File: src/rtl/prescaler_pkg.sv
package prescaler_pkg;
  // Default configuration shared by the prescaler modules.
  localparam int unsigned DEF_DIV_STAGES = 9;  // binary divider depth
  localparam int unsigned DEF_SEL_W      = 3;  // rate field width
  localparam int unsigned DEF_SYNC_STAGES = 2; // pin synchronizer depth
  localparam int unsigned DEF_FILT_LEN   = 3;  // stable clocks before a pin level is accepted
  localparam int unsigned DEF_TMR_LOW_TAP = 2; // timer code 0 -> divide by 2**2
  localparam int unsigned DEF_PWM_LOW_TAP = 1; // PWM code 0 -> divide by 2**1

  // Which consumer a rate field paces.
  typedef enum logic {
    CONSUMER_TIMER = 1'b0,
    CONSUMER_PWM   = 1'b1
  } consumer_e;
endpackage

File: src/rtl/pre_divider.sv
module pre_divider #(
  parameter int unsigned STAGES = prescaler_pkg::DEF_DIV_STAGES
) (
  input  logic              clk_i,
  input  logic              rst_ni,
  output logic [STAGES:1]   taps_o   // taps_o[k]: one-cycle strobe every 2**k clocks
);
  logic [STAGES-1:0] cnt_q;

  always_ff @(posedge clk_i or negedge rst_ni) begin
    if (!rst_ni) cnt_q <= '0;
    else         cnt_q <= cnt_q + 1'b1;
  end

  for (genvar k = 1; k <= STAGES; k++) begin : g_tap
    logic tap_q;
    always_ff @(posedge clk_i or negedge rst_ni) begin
      if (!rst_ni) tap_q <= 1'b0;
      else         tap_q <= &cnt_q[k-1:0];
    end
    assign taps_o[k] = tap_q;

    if (k >= 2) begin : g_nest
      // A slower strobe always coincides with every faster one.
      p_tap_nested_r4: assert property (@(posedge clk_i) disable iff (!rst_ni)
        taps_o[k] |-> taps_o[k-1]);
    end
  end

  // The fastest strobe never lasts two cycles.
  p_tap_single_r4: assert property (@(posedge clk_i) disable iff (!rst_ni)
    taps_o[1] |=> !taps_o[1]);
endmodule

File: src/rtl/pin_filter.sv
module pin_filter #(
  parameter int unsigned SYNC_STAGES = prescaler_pkg::DEF_SYNC_STAGES,
  parameter int unsigned FILT_LEN    = prescaler_pkg::DEF_FILT_LEN
) (
  input  logic clk_i,
  input  logic rst_ni,
  input  logic pin_i,
  output logic rise_o   // one cycle per accepted rising edge
);
  localparam int unsigned CW = $clog2(FILT_LEN + 1);

  logic [SYNC_STAGES-1:0] sync_q;
  logic                   smp;
  logic [CW-1:0]          run_q;
  logic                   level_q;
  logic                   level_d_q;

  always_ff @(posedge clk_i or negedge rst_ni) begin
    if (!rst_ni) sync_q <= '0;
    else         sync_q <= {sync_q[SYNC_STAGES-2:0], pin_i};
  end
  assign smp = sync_q[SYNC_STAGES-1];

  // Count consecutive samples that disagree with the accepted level.
  always_ff @(posedge clk_i or negedge rst_ni) begin
    if (!rst_ni) begin
      run_q   <= '0;
      level_q <= 1'b0;
    end else if (smp == level_q) begin
      run_q <= '0;
    end else if (run_q == CW'(FILT_LEN - 1)) begin
      run_q   <= '0;
      level_q <= smp;
    end else begin
      run_q <= run_q + 1'b1;
    end
  end

  always_ff @(posedge clk_i or negedge rst_ni) begin
    if (!rst_ni) level_d_q <= 1'b0;
    else         level_d_q <= level_q;
  end

  assign rise_o = level_q & ~level_d_q;

  // The accepted level only ever moves toward the synchronized sample.
  p_level_follows_r6: assert property (@(posedge clk_i) disable iff (!rst_ni)
    !$stable(level_q) |-> ($past(smp) == level_q));
  // An accepted edge yields a one-cycle strobe.
  p_rise_single_r5: assert property (@(posedge clk_i) disable iff (!rst_ni)
    rise_o |=> !rise_o);
endmodule

File: src/rtl/tap_select.sv
module tap_select #(
  parameter int unsigned STAGES  = prescaler_pkg::DEF_DIV_STAGES,
  parameter int unsigned SEL_W   = prescaler_pkg::DEF_SEL_W,
  parameter int unsigned LOW_TAP = prescaler_pkg::DEF_TMR_LOW_TAP
) (
  input  logic             clk_i,
  input  logic             rst_ni,
  input  logic [STAGES:1]  taps_i,
  input  logic             ext_rise_i,
  input  logic [SEL_W-1:0] sel_i,
  output logic             tick_o
);
  localparam logic [SEL_W-1:0] EXT_CODE = {SEL_W{1'b1}};
  localparam int unsigned      IDX_W    = $clog2(STAGES + 1);

  logic [IDX_W-1:0] idx;
  logic             pick;

  assign idx  = IDX_W'(LOW_TAP) + IDX_W'(sel_i);
  assign pick = (sel_i == EXT_CODE) ? ext_rise_i : taps_i[idx];

  always_ff @(posedge clk_i or negedge rst_ni) begin
    if (!rst_ni) tick_o <= 1'b0;
    else         tick_o <= pick;
  end

  // With the external path chosen, every enable traces to a filtered edge.
  p_ext_source_r5: assert property (@(posedge clk_i) disable iff (!rst_ni)
    (tick_o && $past(sel_i) == EXT_CODE) |-> $past(ext_rise_i));
  // A divider-driven enable is never two cycles wide.
  p_tap_no_b2b_r4: assert property (@(posedge clk_i) disable iff (!rst_ni)
    ($past(sel_i) != EXT_CODE && tick_o) |=> !tick_o);
endmodule

File: src/rtl/rate_cfg.sv
module rate_cfg #(
  parameter int unsigned     SEL_W   = prescaler_pkg::DEF_SEL_W,
  parameter logic [SEL_W-1:0] TMR_RST = '0,
  parameter logic [SEL_W-1:0] PWM_RST = '0
) (
  input  logic             clk_i,
  input  logic             rst_ni,
  input  logic             test_mode_i,
  input  logic             freeze_i,
  input  logic             tmr_we_i,
  input  logic [SEL_W-1:0] tmr_wdata_i,
  input  logic             pwm_we_i,
  input  logic [SEL_W-1:0] pwm_wdata_i,
  output logic [SEL_W-1:0] tmr_sel_o,
  output logic [SEL_W-1:0] pwm_sel_o,
  output logic             locked_o
);
  logic tmr_open;
  assign tmr_open = ~locked_o | test_mode_i | freeze_i;

  always_ff @(posedge clk_i or negedge rst_ni) begin
    if (!rst_ni) begin
      tmr_sel_o <= TMR_RST;
      locked_o  <= 1'b0;
    end else if (tmr_we_i) begin
      locked_o <= 1'b1;
      if (tmr_open) tmr_sel_o <= tmr_wdata_i;
    end
  end

  always_ff @(posedge clk_i or negedge rst_ni) begin
    if (!rst_ni)       pwm_sel_o <= PWM_RST;
    else if (pwm_we_i) pwm_sel_o <= pwm_wdata_i;
  end

  p_lock_sets_r7: assert property (@(posedge clk_i) disable iff (!rst_ni)
    tmr_we_i |=> locked_o);
  p_locked_hold_r7: assert property (@(posedge clk_i) disable iff (!rst_ni)
    (locked_o && tmr_we_i && !test_mode_i && !freeze_i) |=> $stable(tmr_sel_o));
  p_mode_unlock_r8: assert property (@(posedge clk_i) disable iff (!rst_ni)
    (tmr_we_i && (test_mode_i || freeze_i)) |=> (tmr_sel_o == $past(tmr_wdata_i)));
  p_pwm_any_time_r9: assert property (@(posedge clk_i) disable iff (!rst_ni)
    pwm_we_i |=> (pwm_sel_o == $past(pwm_wdata_i)));
endmodule

File: src/rtl/dual_rate_prescaler.sv
module dual_rate_prescaler #(
  parameter int unsigned DIV_STAGES  = prescaler_pkg::DEF_DIV_STAGES,
  parameter int unsigned SEL_W       = prescaler_pkg::DEF_SEL_W,
  parameter int unsigned SYNC_STAGES = prescaler_pkg::DEF_SYNC_STAGES,
  parameter int unsigned FILT_LEN    = prescaler_pkg::DEF_FILT_LEN,
  parameter int unsigned TMR_LOW_TAP = prescaler_pkg::DEF_TMR_LOW_TAP,
  parameter int unsigned PWM_LOW_TAP = prescaler_pkg::DEF_PWM_LOW_TAP
) (
  input  logic             clk_i,
  input  logic             rst_ni,
  input  logic             ext_clk_i,
  input  logic             test_mode_i,
  input  logic             freeze_i,
  input  logic             tmr_we_i,
  input  logic [SEL_W-1:0] tmr_wdata_i,
  input  logic             pwm_we_i,
  input  logic [SEL_W-1:0] pwm_wdata_i,
  output logic             tmr_tick_o,
  output logic             pwm_tick_o,
  output logic             tmr_locked_o
);
  localparam int unsigned N_CODES = 1 << SEL_W;
  localparam int unsigned TOP_TAP_T = TMR_LOW_TAP + N_CODES - 2;
  localparam int unsigned TOP_TAP_P = PWM_LOW_TAP + N_CODES - 2;

  logic [DIV_STAGES:1] taps;
  logic                ext_rise;
  logic [SEL_W-1:0]    tmr_sel;
  logic [SEL_W-1:0]    pwm_sel;

  pre_divider #(.STAGES(DIV_STAGES)) u_div (
    .clk_i  (clk_i),
    .rst_ni (rst_ni),
    .taps_o (taps)
  );

  pin_filter #(.SYNC_STAGES(SYNC_STAGES), .FILT_LEN(FILT_LEN)) u_filt (
    .clk_i  (clk_i),
    .rst_ni (rst_ni),
    .pin_i  (ext_clk_i),
    .rise_o (ext_rise)
  );

  rate_cfg #(.SEL_W(SEL_W), .TMR_RST('0), .PWM_RST('0)) u_cfg (
    .clk_i       (clk_i),
    .rst_ni      (rst_ni),
    .test_mode_i (test_mode_i),
    .freeze_i    (freeze_i),
    .tmr_we_i    (tmr_we_i),
    .tmr_wdata_i (tmr_wdata_i),
    .pwm_we_i    (pwm_we_i),
    .pwm_wdata_i (pwm_wdata_i),
    .tmr_sel_o   (tmr_sel),
    .pwm_sel_o   (pwm_sel),
    .locked_o    (tmr_locked_o)
  );

  tap_select #(.STAGES(DIV_STAGES), .SEL_W(SEL_W), .LOW_TAP(TMR_LOW_TAP)) u_tmr_mux (
    .clk_i      (clk_i),
    .rst_ni     (rst_ni),
    .taps_i     (taps),
    .ext_rise_i (ext_rise),
    .sel_i      (tmr_sel),
    .tick_o     (tmr_tick_o)
  );

  tap_select #(.STAGES(DIV_STAGES), .SEL_W(SEL_W), .LOW_TAP(PWM_LOW_TAP)) u_pwm_mux (
    .clk_i      (clk_i),
    .rst_ni     (rst_ni),
    .taps_i     (taps),
    .ext_rise_i (ext_rise),
    .sel_i      (pwm_sel),
    .tick_o     (pwm_tick_o)
  );

  // Both selectors must stay within the divider depth.
  initial begin
    p_taps_fit_r2: assert (TOP_TAP_T <= DIV_STAGES && TMR_LOW_TAP >= 1);
    p_taps_fit_r3: assert (TOP_TAP_P <= DIV_STAGES && PWM_LOW_TAP >= 1);
  end

  // Right after reset neither field is locked.
  p_reset_unlocked_r10: assert property (@(posedge clk_i)
    $rose(rst_ni) |-> !tmr_locked_o);
endmodule

File: config.mk
export PLATFORM = sky130hd
export DESIGN_NAME = dual_rate_prescaler
export DESIGN_NICKNAME = d
export VERILOG_FILES = /design/src/rtl/prescaler_pkg.sv /design/src/rtl/pre_divider.sv /design/src/rtl/pin_filter.sv /design/src/rtl/tap_select.sv /design/src/rtl/rate_cfg.sv /design/src/rtl/dual_rate_prescaler.sv
export SDC_FILE = /design/constraint.sdc
export NUM_CORES = 1
export LEC_CHECK = 0
export ABC_AREA = 1
export BUFFER_PORTS_ARGS = -buffer_cell sky130_fd_sc_hd__buf_2
export CAP_MARGIN = 20
export CORE_MARGIN = 4
export CORE_UTILIZATION = 50
export DETAILED_ROUTE_END_ITERATION = 12
export GPL_ROUTABILITY_DRIVEN = 0
export GPL_TIMING_DRIVEN = 0
export PLACE_DENSITY = 0.76
export SYNTH_ARGS = -nofsm -noshare
export SYNTH_HDL_FRONTEND = slang
export SYNTH_SLANG_ARGS = --single-unit
File: constraint.sdc
create_clock -name clk_i -period 2.1 [get_ports clk_i]
set_input_delay 0.315 -clock clk_i [delete_from_list [all_inputs] [get_ports clk_i]]
set_output_delay 0.315 -clock clk_i [all_outputs]
set_load 0.01 [all_outputs]
== Yosys cells after proc, flatten, opt, wreduce, memory -nomap -nowiden ==
Index checks and enable logic that the tools add are counted.
Word-level totals
  register bits: 33
  input port bits: 13
Operators by class
  order comparisons: 2
  reduce and logical (&&, ||, !) cells: 10
  multiplexer cells: 8
  eq/ne operators: 4
  add/subtract/negate cells: 4
  bitwise gates (word level): 6
Operators by type and width (number)
  $lt A4 B5 Y1 const B: 2
  $add A9 B1 Y9 const B: 1
  $reduce_and A9 Y1: 1
  $bmux W1 S4: 2
  $reduce_and A8 Y1: 1
  $reduce_and A7 Y1: 1
  $eq A3 B3 Y1 const B: 2
  $reduce_and A2 Y1: 3
  $reduce_and A6 Y1: 1
  $reduce_and A5 Y1: 1
  $add A1 B3 Y4 const A: 1
  $add A2 B3 Y4 const A: 1
  $mux W1: 4
  $mux W2: 2
  $reduce_and A4 Y1: 1
  $not A1 Y1: 3
  $reduce_and A3 Y1: 1
  $add A2 B1 Y2 const B: 1
  $eq A2 B2 Y1 const B: 1
  $or A1 B1 Y1: 2
  $and A1 B1 Y1: 1
  $eq A1 B1 Y1: 1

== Logic depth before layout (Yosys ltp) ==
Gate-level depths: netlist (run 1).
  word-level depth: 4
  gate-level depth with buffers: 8
  depth with buffers taken out: 8

== Hierarchy ==
From an unflattened synthesis (run 1), not the netlist that was laid out.
Second synthesis, totals
  cell total of the unflattened synthesis: 177
  area total of the unflattened synthesis: 1567.8 µm²
Modules (own cells, without submodules)
  pre_divider: times used 1, sequential area each 450.4 µm², area each 713.2 µm², cells each 62
  tap_select: times used 2, sequential area each 25.0 µm², area each 182.7 µm², cells each 34
  rate_cfg: times used 1, sequential area each 175.2 µm², area each 274.0 µm², cells each 24
  pin_filter: times used 1, sequential area each 150.1 µm², area each 215.2 µm², cells each 23

== Least setup slack after synthesis (run 1) ==
OpenSTA, ideal clock, no wires.
  path type: flip-flop to flip-flop
  start: register u_div.cnt_q[0]
  end: register u_div.cnt_q[8]
  setup time: 0.126 ns
  cell stages (with the launch flop): 7
  arrival time: 1.228 ns
  setup slack: 0.746 ns
  required time: 1.974 ns
  cells stage by stage: dfrtp_1 -> ha_1 -> nand3_1 -> nor2_2 -> inv_2 -> nor3_1 -> ha_1
Between the ends
  word-level cells in the longest chain between the ends: 1
RTL lines
  start: declaration: line pre_divider.sv:8  | logic [STAGES-1:0] cnt_q;
  start signal: assignment: line pre_divider.sv:12  | else cnt_q <= cnt_q + 1'b1;
  $add A9 B1 Y9: line pre_divider.sv:12
No other way between the ends.
A chain may end at the register's enable or synchronous reset.

== Worst setup path in the final report (run 1) ==
Ends and elaborated chain as after synthesis.

==> results of run 1 <==
## synth_stat cells (all sizes together)
master and n:
a21oi 6, mux2 2, dfrtp 33, xor2 2, o21ai 4, o31ai 1
clkinv 1, inv 20, nand4 1, nand2 28, or2 1, nor2 9
xnor2 2, nand3 14, a21boi 1, nor3 4, ha 7
## power groups by stage
stage | logic [mW] | registers (mW) | clock network (mW)
after floorplan | 0.140 | 0.750 | 0
after global placement | 0.201 | 0.747 | 0
after detailed placement | 0.213 | 0.753 | 0
after CTS | 0.218 | 0.740 | 0.513
after global routing | 0.253 | 0.747 | 0.548
final | 0.215 | 0.740 | 0.497
## layer usage
metal / vias up / share of wire (%) / GRT usage [%]
met5: - / 0 / 0
li1: 476 / - / -
met1: 436 / 41 / 15.8
met3: 8 / 5.8 / 7.87
met2: 29 / 50 / 25.2
met4: 0 / 2.8 / 9.29
## layout make-up
| class | count | area (sq um) |
|---|---|---|
| Clock buffer | 6 | 51.3 |
| Clock inverter | 2 | 37.5 |
| Fill cell | 236 | 983 |
| Inverter | 21 | 80.1 |
| Multi-Input combinational cell | 82 | 477 |
| Sequential cell | 33 | 826 |
| Tap cell | 30 | 37.5 |
| Timing Repair Buffer | 15 | 75.1 |
## metrics by stage
stage	utilization [%]	cells	total power, mW	hold slack [ns]
4_1_cts	61.7	189	1.47	0.0228
3_3_place_gp	58.2	181	0.948	0.333
3_5_place_dp	58.2	181	0.966	0.336
5_1_grt	61.7	189	1.55	0.0407
2_1_floorplan	-	136	0.890	0.0194
6_report	61.7	189	1.45	0.0212
## placed cells by master (no fill, tap or decap), types with 4 or more instances in the layout
cell type	netlist	layout
nor2_1	8	8
clkbuf_4	0	5
nand2_1	28	28
nor3_1	4	4
a21oi_1	5	5
buf_2	0	15
ha_1	7	7
o21ai_1	4	4
inv_1	17	17
nand3_1	13	13
dfrtp_1	33	33
## kinds of logic (layout without fill, tap and decap cells)
logic type | Yosys count | count (layout) | share of synthesized area (%)
compound gates | 12 | 12 | 5.97
xor+xnor | 4 | 4 | 2.53
fa+ha+maj | 7 | 7 | 6.33
buf+inv | 21 | 44 | 5.79
flops | 33 | 33 | 59.7
mux | 2 | 2 | 1.63
simple gates | 57 | 57 | 18.0
## path summary, 6_finish.rpt
path | startpoint | to | cells after the start
setup reg to reg | u_div.cnt_q[0]$_DFF_PN0_ | u_div.cnt_q[8]$_DFF_PN0_ | 6
min in group clk_i | ext_clk_i | u_filt.sync_q[0]$_DFF_PN0_ | 1
setup / recovery | u_div.cnt_q[0]$_DFF_PN0_ | u_div.cnt_q[8]$_DFF_PN0_ | 6
hold / removal | rst_ni | u_cfg.tmr_sel_o[2]$_DFFE_PN0P_ | 1
hold reg to reg | u_filt.sync_q[0]$_DFF_PN0_ | u_filt.sync_q[1]$_DFF_PN0_ | 0
max in group asynchronous | rst_ni | u_filt.sync_q[0]$_DFF_PN0_ | 1
## registers in the layout (all words and copies together), names as in the netlist
signal,cells
u_filt.sync_q,2
u_div.g_tap.tap_q,9
u_cfg.locked_o,1
u_cfg.pwm_sel_o,3
u_filt.level_d_q,1
u_cfg.tmr_sel_o,3
u_div.cnt_q,9
u_filt.level_q,1
u_tmr_mux.tick_o,1
u_filt.run_q,2
u_pwm_mux.tick_o,1
==> summary.md, run 1 <==
| Metric | Value |
|---|---|
| Slowest cell on the critical path | dfrtp_1 |
| Hpwl dp | 1.62 mm |
| CP Max Fanout | 4 |
| IO Pins | 16 |
| Largest net degree at the start of global routing | 34 |
| Starting Density | ~54% |
| First-pass GRT wire length | 3.95 mm |
| DP Area | 0.00150 sq mm |
| R2R Setup Slk | slightly above 0.6 ns |
| Routed WL | between 2 and 2.5 mm |
| Nets | 178 |
| PortBufs | 15 |
| Worst ir drop on vdd | around 0.75 mV |
| CP Data Arrival Time | between 1.5 and 2 ns |
| Post-CTS Hold Buffers | 0 |
| Mapped Avg Cell Area | slightly above 10 sq um |
| CTS H-tree lvls | 2 |
| Status | completed |
| Drt drc | 0 |
| Clk pwr share | 34.2% |
| Max Cap Viol | 0 |
| Sequential Power Share | between 50 and 60% |
| Critical path's largest stage delay | 0.41 ns |
| PwrDens | 916 mW/mm^2 |
| Synth area leaders | dfrtp_1, nand2_1, ha_1, nand3_1, inv_1 |
| Initial antenna violation count | 0 |
| Sequential fraction of the synthesis area | 59.7% |
| Clock Sinks | 33 |
| Clock transition at the registers of the reported paths | 0.10 ns |
| # diodes | 0 |
| Total grt overflow | 0 |
| Post-route ant nets | 0 |
| Relative slew slack | 52.7% |
| Startpoint types | register |
| CTS Buffer Depth | 2 |
| HP Class | input port to async pin |
| Post-route minimum period | ~1.5 ns |
| Finish-stage setup viols | 0 |
| Core area | 0.00257 sq mm |
| Vias/cell | 5.02 |
| DR iter-0 viols | 22 |
| Fin area | 0.00158 sq mm |
| Die area | about 0.0037 sq mm |
| Post-synth cell types | 21 |
| Fin. Hold Viols | 0 |
| Crit share post-route | a little over two thirds |
| Most common cell on crit path | ha_1 |
| Wire per inst | 12.0 um |
| Via count | 949 |
| Setup ws final | about 0.61 ns |
| Worst Skew | 0.00494 ns |
| Crit-path leading delay family | adder cells |
| Worst Tran Pin Value | 0.710 ns |
| Critical Path End Type | register |
| Vias in the first global route | 995 |
| Setup CP Type | register to register |
| Post-cts sizing count | 0 |
| Worst EP required | 2.33 ns |
| Router iterations before antenna repair | 6 |
| Leading area contributor after synthesis | dfrtp_1 |
| Die Wd | 60.6 um |
| Sw Share | between 20% and 30% |
| Internal | 1.07 mW |
| Cts bufs inserted | 5 |
| Ys Warns | 0 |
| Vert. Die Dim | 60.6 um |
| Netlist Area Pre-Place | 0.00138 sq mm |
| Clk_lat worst skew | approximately 0.33 ns |
| Postcts setup bufs | 0 |
| Post-Route Setup TNS | 0 ns |
| Synth top area share | 59.7% |
| Mapped Nets | 156 |
| RSZ-0062 raised after global routing | false |
| Critical path, cell by cell | ha_1, nand3_1, nor2_2, inv_2, nor3_1, ha_1 |
| Leak Pwr | between 0.8 and 0.9 nW |
| TritonCTS clock tree | done |
| Combinational power share | 14.8% |
| Share of layout cells above drive strength 1 | 19.5% |
| Place WS | 0.601 ns |
| CP Buf/Inv Count | 1 |
| Switching pwr | 0.384 mW |
| GR Util All Layers | 15.5% |
| Area Overhead vs Synth | 14.6% |
| #FFs+latches synth | 33 |
| Row count | 18 |
| Slew Limit Fails | 0 |
| Syn Inst Count | approximately 140 |
| Fmax | approximately 0.67 GHz |
| CTS root buf | clkbuf_4 |
Power figures use the tool's default switching activity.
==> inputs of run 2 (changes only) <==
--- a/config.mk
+++ b/config.mk
@@ -5,7 +5,7 @@
 export SDC_FILE = /design/constraint.sdc
 export NUM_CORES = 1
 export LEC_CHECK = 0
-export ABC_AREA = 1
+export ABC_AREA = 0
 export BUFFER_PORTS_ARGS = -buffer_cell sky130_fd_sc_hd__buf_2
 export CAP_MARGIN = 20
 export CORE_MARGIN = 4
@@ -13,7 +13,7 @@
 export DETAILED_ROUTE_END_ITERATION = 12
 export GPL_ROUTABILITY_DRIVEN = 0
 export GPL_TIMING_DRIVEN = 0
-export PLACE_DENSITY = 0.76
+export PLACE_DENSITY = 0.79
 export SYNTH_ARGS = -nofsm -noshare
 export SYNTH_HDL_FRONTEND = slang
 export SYNTH_SLANG_ARGS = --single-unit
==> constraint.sdc (replaced) <==
create_clock -name clk_i -period 1.3 [get_ports clk_i]
set_input_delay 0.195 -clock clk_i [delete_from_list [all_inputs] [get_ports clk_i]]
set_output_delay 0.195 -clock clk_i [all_outputs]
set_load 0.01 [all_outputs]
==> run 2 against run 1 <==
Compared with the run above:
- the run now ends with setup timing left
- critical endpoint is now u_pwm_mux.tick_o$_DFF_PN0_
- largest cell class unchanged
- sequential share of layout area fell by 1.2 points
- synthesized cell count fell by 32%
- core utilization rose by 3.4 points
- fmax fell by 1.1%
- highest routed layer unchanged
- design area rose by 2.8%
- worst hold slack improved by 0.044 ns
- synthesized area fell by 4.6%
- count of clock-buffer cells in the layout did not move
- wire length fell by 4.4%
==> summary.md, run 2 <==
| Metric | Value |
|---|---|
| #FFs+latches synth | 33 (unchanged) |
| WL met3 | 105 um (-20%) |
| Clk_lat worst skew | 0.33 ns (about the same) |
| Die area | 0.00352 sq mm (-4.0%) |
| Vias in the first global route | 894 (-10%) |
| Status | complete, but fails checks |
| DRT met1 WL | 912 um (-2.5%) |
| Fill cells | 186 (-21%) |
| Vias/cell | 5.36 (+6.7%) |
| Routed WL | 2.17 mm (-4.4%) |
| First-pass GRT wire length | 3.80 mm (-3.8%) |
| Worst ir drop on vdd | 1.13 mV (+51%) |
| Share of layout cells above drive strength 1 | 41.1% (+22 points) |
| Worst Skew | 0.00920 ns (+0.00426 ns) |
| Clock transition at the registers of the reported paths | 0.10 ns (about the same) |
| Synth Area in Adders | 6.64% (+0.31 points) |
| IO Pins | 16 (unchanged) |
| Finish-stage setup viols | 4 (+4) |
| Storage cell area | 828 sq um (+0.30%) |
| Netlist Area Pre-Place | 0.00132 sq mm (-4.6%) |
| Startpoint types | register |
| Clock Sinks | 33 (unchanged) |
| Largest regs | u_div.cnt_q x9, u_div.g_tap.tap_q x9 |
| Post-route ant nets | 0 (unchanged) |
| Via count | 825 (-13%) |
| PortBufs | 15 (unchanged) |
| Slew Limit Fails | 0 (unchanged) |
| Vert. Die Dim | 59.4 um (-2.0%) |
| Die Wd | 59.4 um (-2.0%) |
| Setup ws final | -0.203 ns (-0.816 ns) |
| Synth top area share | 62.6% (+2.9 points) |
| Area Overhead vs Synth | 23.4% |
| Most frequent cells in the layout | dfrtp_1, buf_2, nand2_1, mux2_2, buf_4 |
| Starting Density | 52.8% (-1.1 points) |
| Most common cell in the synthesized netlist | dfrtp_1 |
| Ys Warns | 0 (unchanged) |
| CTS root buf | clkbuf_4 |
| Synth area leaders | dfrtp_1, ha_1, mux2_2, mux4_2, xnor2_1 |
| Fin. Hold Viols | 0 (unchanged) |
| R2R Setup Slk | -0.20 ns (-0.82 ns) |
| Final Core Density | 65.1% (+3.4 points) |
| DR iter-0 viols | 18 (-18%) |
| RSZ-0062 raised after global routing | true |
| Place WS | -0.216 ns (-0.817 ns) |
| Core area | 0.00250 sq mm (-2.6%) |
| Mapped Nets | 112 (-28%) |
| Nets | 143 (-20%) |
| Leading area contributor after synthesis | dfrtp_1 |
| Post-synth EDFFs | 0 (unchanged) |
| Row count | 18 (unchanged) |
| CP Max Fanout | 5 (+1) |
| Hpwl dp | 1.51 mm (-6.8%) |
| Worst Tran Pin Value | 0.698 ns (-0.0121 ns) |
| Xor and xnor area share after synthesis | 3.32% (+0.79 points) |
| Fin Hold WS | 0.0652 ns (+0.0440 ns) |
| Most common cell after layout, fill and taps aside | dfrtp_1 |
| # diodes | 0 (unchanged) |
| Syn Inst Count | 92 (-32%) |
| Largest net degree at the start of global routing | 34 (unchanged) |
| Post-synth cell types | 30 (+43%) |
| Setup CP Type | register to register |
| TritonCTS clock tree | done |
| Failing checks | setup timing |
| Leak Pwr | 0.768 nW (-5.0%) |
| Sequential fraction of the synthesis area | 62.6% (+2.9 points) |
| Synth Flop Type | dfrtp_1 |
| Post-synthesis compound-gate area fraction | 5.03% (-0.94 points) |
| Mux cell area share after synthesis | 10.1% (+8.4 points) |
| CP Data Arrival Time | 1.73 ns (+0.02 ns) |
| Max Cap Viol | 0 (unchanged) |
| Crit share post-route | 116% (+45 points) |
| Fmax | 0.665 GHz (-1.1%) |
| Mapped Avg Cell Area | 14.3 sq um (+41%) |
| Initial antenna violation count | 0 (unchanged) |
| Critical Path End Type | register |
| PwrDens | 1270 mW/mm^2 (+39%) |
| Relative slew slack | 53.5% (+0.80 points) |
| Post-route minimum period | 1.50 ns (+0.0158 ns) |
| CTS H-tree lvls | 2 (unchanged) |
| Worst EP required | 1.53 ns (-0.80 ns) |
| CTS Buffer Depth | 2 (unchanged) |
| Post-synth top cells | dfrtp_1, ha_1, mux2_2, nand2_1, xnor2_1 |
| Post-synth ARST share | 100% (unchanged) |
| Largest family of logic cells by synthesized area | simple AND/OR/NAND/NOR gates |
| GR Util All Layers | 15.0% (-0.50 points) |
| Total grt overflow | 0 (unchanged) |
| Footprint of the multi-input gates | 541 sq um (+13%) |
| Met2 wire len | 1.13 mm (-1.5%) |
| Router iterations before antenna repair | 4 (-2) |
| HP Class | input port to register |
| Drt drc | 0 (unchanged) |
| Cts bufs inserted | 5 (unchanged) |
| Top Metal Used | met4 |
| Wire per inst | 14.1 um (+17%) |
| Simple-gate share of the synthesized area | 10.9% (-7.1 points) |
run 2: cell type report:
class / instances / area share [%]
multi-input cells: 56 / 33.2
well taps: 30 / 2.31
clock buffers: 6 / 2.54
plain buffers: 1 / 0.692
flip-flops and latches: 33 / 50.9
clock inverters: 2 / 0.615
repair buffers: 24 / 9.30
inverters: 2 / 0.461
run 2: cell families (layout without fill, tap and decap cells):
kind of cell    Yosys count  count (layout)
flops                    33              33
simple gates             25              25
mux                      10              10
compound gates            9               9
fa+ha+maj                 7               7
xor+xnor                  5               5
buf+inv                   3              35
run 2: per-layer routing:
layer	vias to the layer above	track usage (%)
met1	417	17.3
met5	-	0
met2	14	23.7
met3	5	6.75
li1	389	-
met4	0	6.80
run 2: through the flow:
step	instances	instance area, sq um	TNS (ns)	total power [mW]
2_1_floorplan	92	1360	-0.315	1.42
3_3_place_gp	137	1470	-0.551	1.50
3_5_place_dp	137	1470	-0.656	1.52
4_1_cts	153	1590	-0.414	2.08
5_1_grt	154	1630	-0.725	2.20
6_report	154	1630	-0.439	2.07
run 2: final timing paths:
check	from	endpoint	cells after the start
hold / removal	pwm_wdata_i[0]	u_cfg.pwm_sel_o[0]$_DFFE_PN0P_	3
max in group asynchronous	rst_ni	u_cfg.tmr_sel_o[1]$_DFFE_PN0P_	2
min in group asynchronous	rst_ni	u_pwm_mux.tick_o$_DFF_PN0_	2
setup / recovery	u_cfg.pwm_sel_o[0]$_DFFE_PN0P_	u_pwm_mux.tick_o$_DFF_PN0_	4
hold reg to reg	u_filt.sync_q[0]$_DFF_PN0_	u_filt.sync_q[1]$_DFF_PN0_	0
setup reg to reg	u_cfg.pwm_sel_o[0]$_DFFE_PN0P_	u_pwm_mux.tick_o$_DFF_PN0_	4
run 2: report_power, final:
part	switching (mW)	internal [mW]
Sequential	0.0694	1.13
Combinational	0.148	0.190
Clock	0.327	0.206
run 2: worst max-delay path, stage by stage, from the launching register on:
cell,delay [ns]
dfrtp_2,0.47
ha_4,0.29
mux4_2,0.27
nor4bb_1,0.14
a211o_1,0.23
run 2: what timing repair did:
action,4_1_cts,5_1_grt
endpoints found under the hold margin,34,0
setup endpoints to repair,4,6
gates resized for setup,3,5
setup buffers,6,1
pin swaps,2,2
hold buffers,2,0
==> inputs of run 3 (changes only) <==
--- a/config.mk
+++ b/config.mk
@@ -10,10 +10,12 @@
 export CAP_MARGIN = 20
 export CORE_MARGIN = 4
 export CORE_UTILIZATION = 50
+export CTS_BUF_LIST = sky130_fd_sc_hd__clkbuf_4 sky130_fd_sc_hd__clkbuf_8 sky130_fd_sc_hd__clkbuf_16
 export DETAILED_ROUTE_END_ITERATION = 12
 export GPL_ROUTABILITY_DRIVEN = 0
 export GPL_TIMING_DRIVEN = 0
 export PLACE_DENSITY = 0.79
+export RECOVER_POWER = 50
 export SYNTH_ARGS = -nofsm -noshare
 export SYNTH_HDL_FRONTEND = slang
 export SYNTH_SLANG_ARGS = --single-unit
==> run 3 against run 2 <==
Compared with the run above:
- the flow still finishes with violations (setup timing)
- first-iteration DRC count is 44% higher
- clock skew about the same
- sequential share of layout area rose by 0.24 points
- global-route usage barely moved
- largest cell class unchanged
- largest power group unchanged
- highest routed layer unchanged
==> summary.md, run 3 (same netlist as run 2, synthesis figures left out) <==
| Metric | Value |
|---|---|
| Status | complete, but fails checks |
| Failing checks | setup timing |
| RSZ-0062 raised after global routing | true |
| Core area | 0.00250 sq mm (unchanged) |
| Fin. Hold Viols | 0 (unchanged) |
| GR Util All Layers | 14.9% (-0.039 points) |
| RR Startpoint | u_cfg.pwm_sel_o[1]$_DFFE_PN0P_ |
| IO Pins | 16 (unchanged) |
| PwrDens | 1290 mW/mm^2 (+1.4%) |
| Fin Hold WS | 0.0633 ns (-0.00189 ns) |
| First-pass GRT wire length | 3.79 mm (-0.34%) |
| Worst ir drop on vdd | 1.13 mV (+0.17%) |
| Place WS | -0.216 ns (unchanged) |
| CTS H-tree lvls | 2 (unchanged) |
| Worst EP required | 1.58 ns (+0.05 ns) |
| Relative slew slack | 48.1% (-5.4 points) |
| Largest regs | u_div.cnt_q x9, u_div.g_tap.tap_q x9 |
| Capturing point of the worst reg2reg path | u_pwm_mux.tick_o$_DFF_PN0_ |
| Largest net degree at the start of global routing | 34 (unchanged) |
| HP Class | input port to register |
| PortBufs | 15 (unchanged) |
| Hpwl dp | 1.51 mm (unchanged) |
| Finish-stage setup viols | 6 (+2) |
| Drt drc | 0 (unchanged) |
| CP Max Fanout | 4 (-1) |
| Die area | 0.00352 sq mm (unchanged) |
| Vias/cell | 5.44 (+1.5%) |
| Nets | 143 (unchanged) |
| DR iter-0 viols | 26 (+8) |
| TritonCTS clock tree | done |
| Vert. Die Dim | 59.4 um (unchanged) |
| Crit share post-route | 116% (about the same) |
| DP Area | 0.00147 sq mm (unchanged) |
| Hold Crit Depth | 3 (unchanged) |
| Startpoint types | register |
| Total grt overflow | 0 (unchanged) |
| Post-route minimum period | 1.50 ns (-0.000857 ns) |
| Critical Path End Type | register |
| Share of layout cells above drive strength 1 | 39.5% (-1.6 points) |
| Worst Tran Pin Value | 0.779 ns (+0.0805 ns) |
| Power Total | 2.09 mW (+0.97%) |
| Slew Limit Fails | 0 (unchanged) |
| Setup CP Type | register to register |
| Routed WL | 2.16 mm (-0.51%) |
| Fmax | 0.666 GHz (about the same) |
| Worst Skew | 0.00919 ns (-0.0000145 ns) |
| Clock transition at the registers of the reported paths | 0.10 ns (about the same) |
| CP Data Arrival Time | 1.78 ns (+0.05 ns) |
| Clock Sinks | 33 (unchanged) |
| Max Cap Viol | 0 (unchanged) |
| CTS Buffer Depth | 2 (unchanged) |
| Fin area | 0.00162 sq mm (-0.46%) |
| Post-route ant nets | 0 (unchanged) |
| Initial antenna violation count | 0 (unchanged) |
| Via count | 837 (+1.5%) |
| Clk_lat worst skew | 0.33 ns (about the same) |
| Area Overhead vs Synth | 22.9% |
| # diodes | 0 (unchanged) |
| Setup ws final | -0.202 ns (+0.000857 ns) |
| Router iterations before antenna repair | 4 (unchanged) |
| Worst Hold Path EP | u_cfg.pwm_sel_o[0]$_DFFE_PN0P_ |
| Most common cell after layout, fill and taps aside | dfrtp_1 |
| Most frequent cells in the layout | dfrtp_1, buf_2, nand2_1, mux2_2, clkbuf_4 |
| Row count | 18 (unchanged) |
| Leak Pwr | 0.772 nW (+0.50%) |
| Cts bufs inserted | 5 (unchanged) |
| Starting Density | 52.8% (unchanged) |
| Wire per inst | 14.0 um (-0.51%) |
| CTS root buf | clkbuf_4 |
| Final Core Density | 64.8% (-0.30 points) |
| Reg2Reg Depth | 4 (unchanged) |
| Fill cells | 187 (+0.54%) |
| Vias in the first global route | 887 (-0.78%) |
| Die Wd | 59.4 um (unchanged) |
| R2R Setup Slk | -0.20 ns (about the same) |
| Hold Path Origin | pwm_wdata_i[0] |
## run 3: cell count changes in the layout (fill, tap and decap cells not counted), sizes merged
cell    change
buf         -2
clkbuf      +2
## run 3: cell type report
type                    instances  area (sq um)  share of cell area (%)
clock inverters                 2          10.0                   0.618
inverters                       2          7.51                   0.463
plain buffers                   1          11.3                   0.695
multi-input cells              56           533                    32.9
clock buffers                   6          45.0                    2.78
well taps                      30          37.5                    2.32
repair buffers                 24           148                    9.11
flip-flops and latches         33           828                    51.1
## run 3: where the power goes
part | internal, mW | switching [mW] | leakage [nW]
Sequential | 1.13 | 0.0695 | 0.412
Clock | 0.226 | 0.326 | 0.0354
Combinational | 0.190 | 0.149 | 0.324
Total | 1.55 | 0.544 | 0.772
## run 3: critical path, stage by stage (launching register included)
cell and delay, ns:
dfrtp_1 0.46, ha_4 0.27, a21boi_0 0.12, a2111oi_1 0.44, a211o_1 0.16
## run 3: metrics by stage
step / std cells / setup TNS [ns]
after CTS: 153 / -0.414
after global placement: 137 / -0.551
final: 154 / -0.547
after floorplan: 92 / -0.315
after detailed placement: 137 / -0.656
after global routing: 154 / -0.914
## run 3: how the worst max path moves through the flow
stage	to	startpoint	cells past startpoint
after floorplan	u_pwm_mux.tick_o$_DFF_PN0_	u_cfg.pwm_sel_o[0]$_DFFE_PN0P_	4
after global placement	u_pwm_mux.tick_o$_DFF_PN0_	u_cfg.pwm_sel_o[0]$_DFFE_PN0P_	4
after detailed placement	u_div.cnt_q[8]$_DFF_PN0_	u_div.cnt_q[0]$_DFF_PN0_	5
after CTS	u_pwm_mux.tick_o$_DFF_PN0_	u_cfg.pwm_sel_o[0]$_DFFE_PN0P_	4
after global routing	u_pwm_mux.tick_o$_DFF_PN0_	u_cfg.pwm_sel_o[0]$_DFFE_PN0P_	4
final	u_pwm_mux.tick_o$_DFF_PN0_	u_cfg.pwm_sel_o[1]$_DFFE_PN0P_	4
## run 3: what timing repair did
action                                 4_1_cts  5_1_grt
pin swaps                                    2        2
setup endpoints to repair                    4        6
resized for setup                            3        5
endpoints found under the hold margin       34        0
buffers inserted                             6        1
hold buffers                                 2        0
## run 3: metal layers
| metal | vias to the layer above | track usage (%) | part of all wire [%] |
|---|---|---|---|
| li1 | 391 | - | - |
| met1 | 421 | 17.4 | 42 |
| met2 | 21 | 23.4 | 52 |
| met3 | 4 | 6.75 | 4.9 |
| met4 | 0 | 6.80 | 1.0 |
| met5 | - | 0 | 0 |
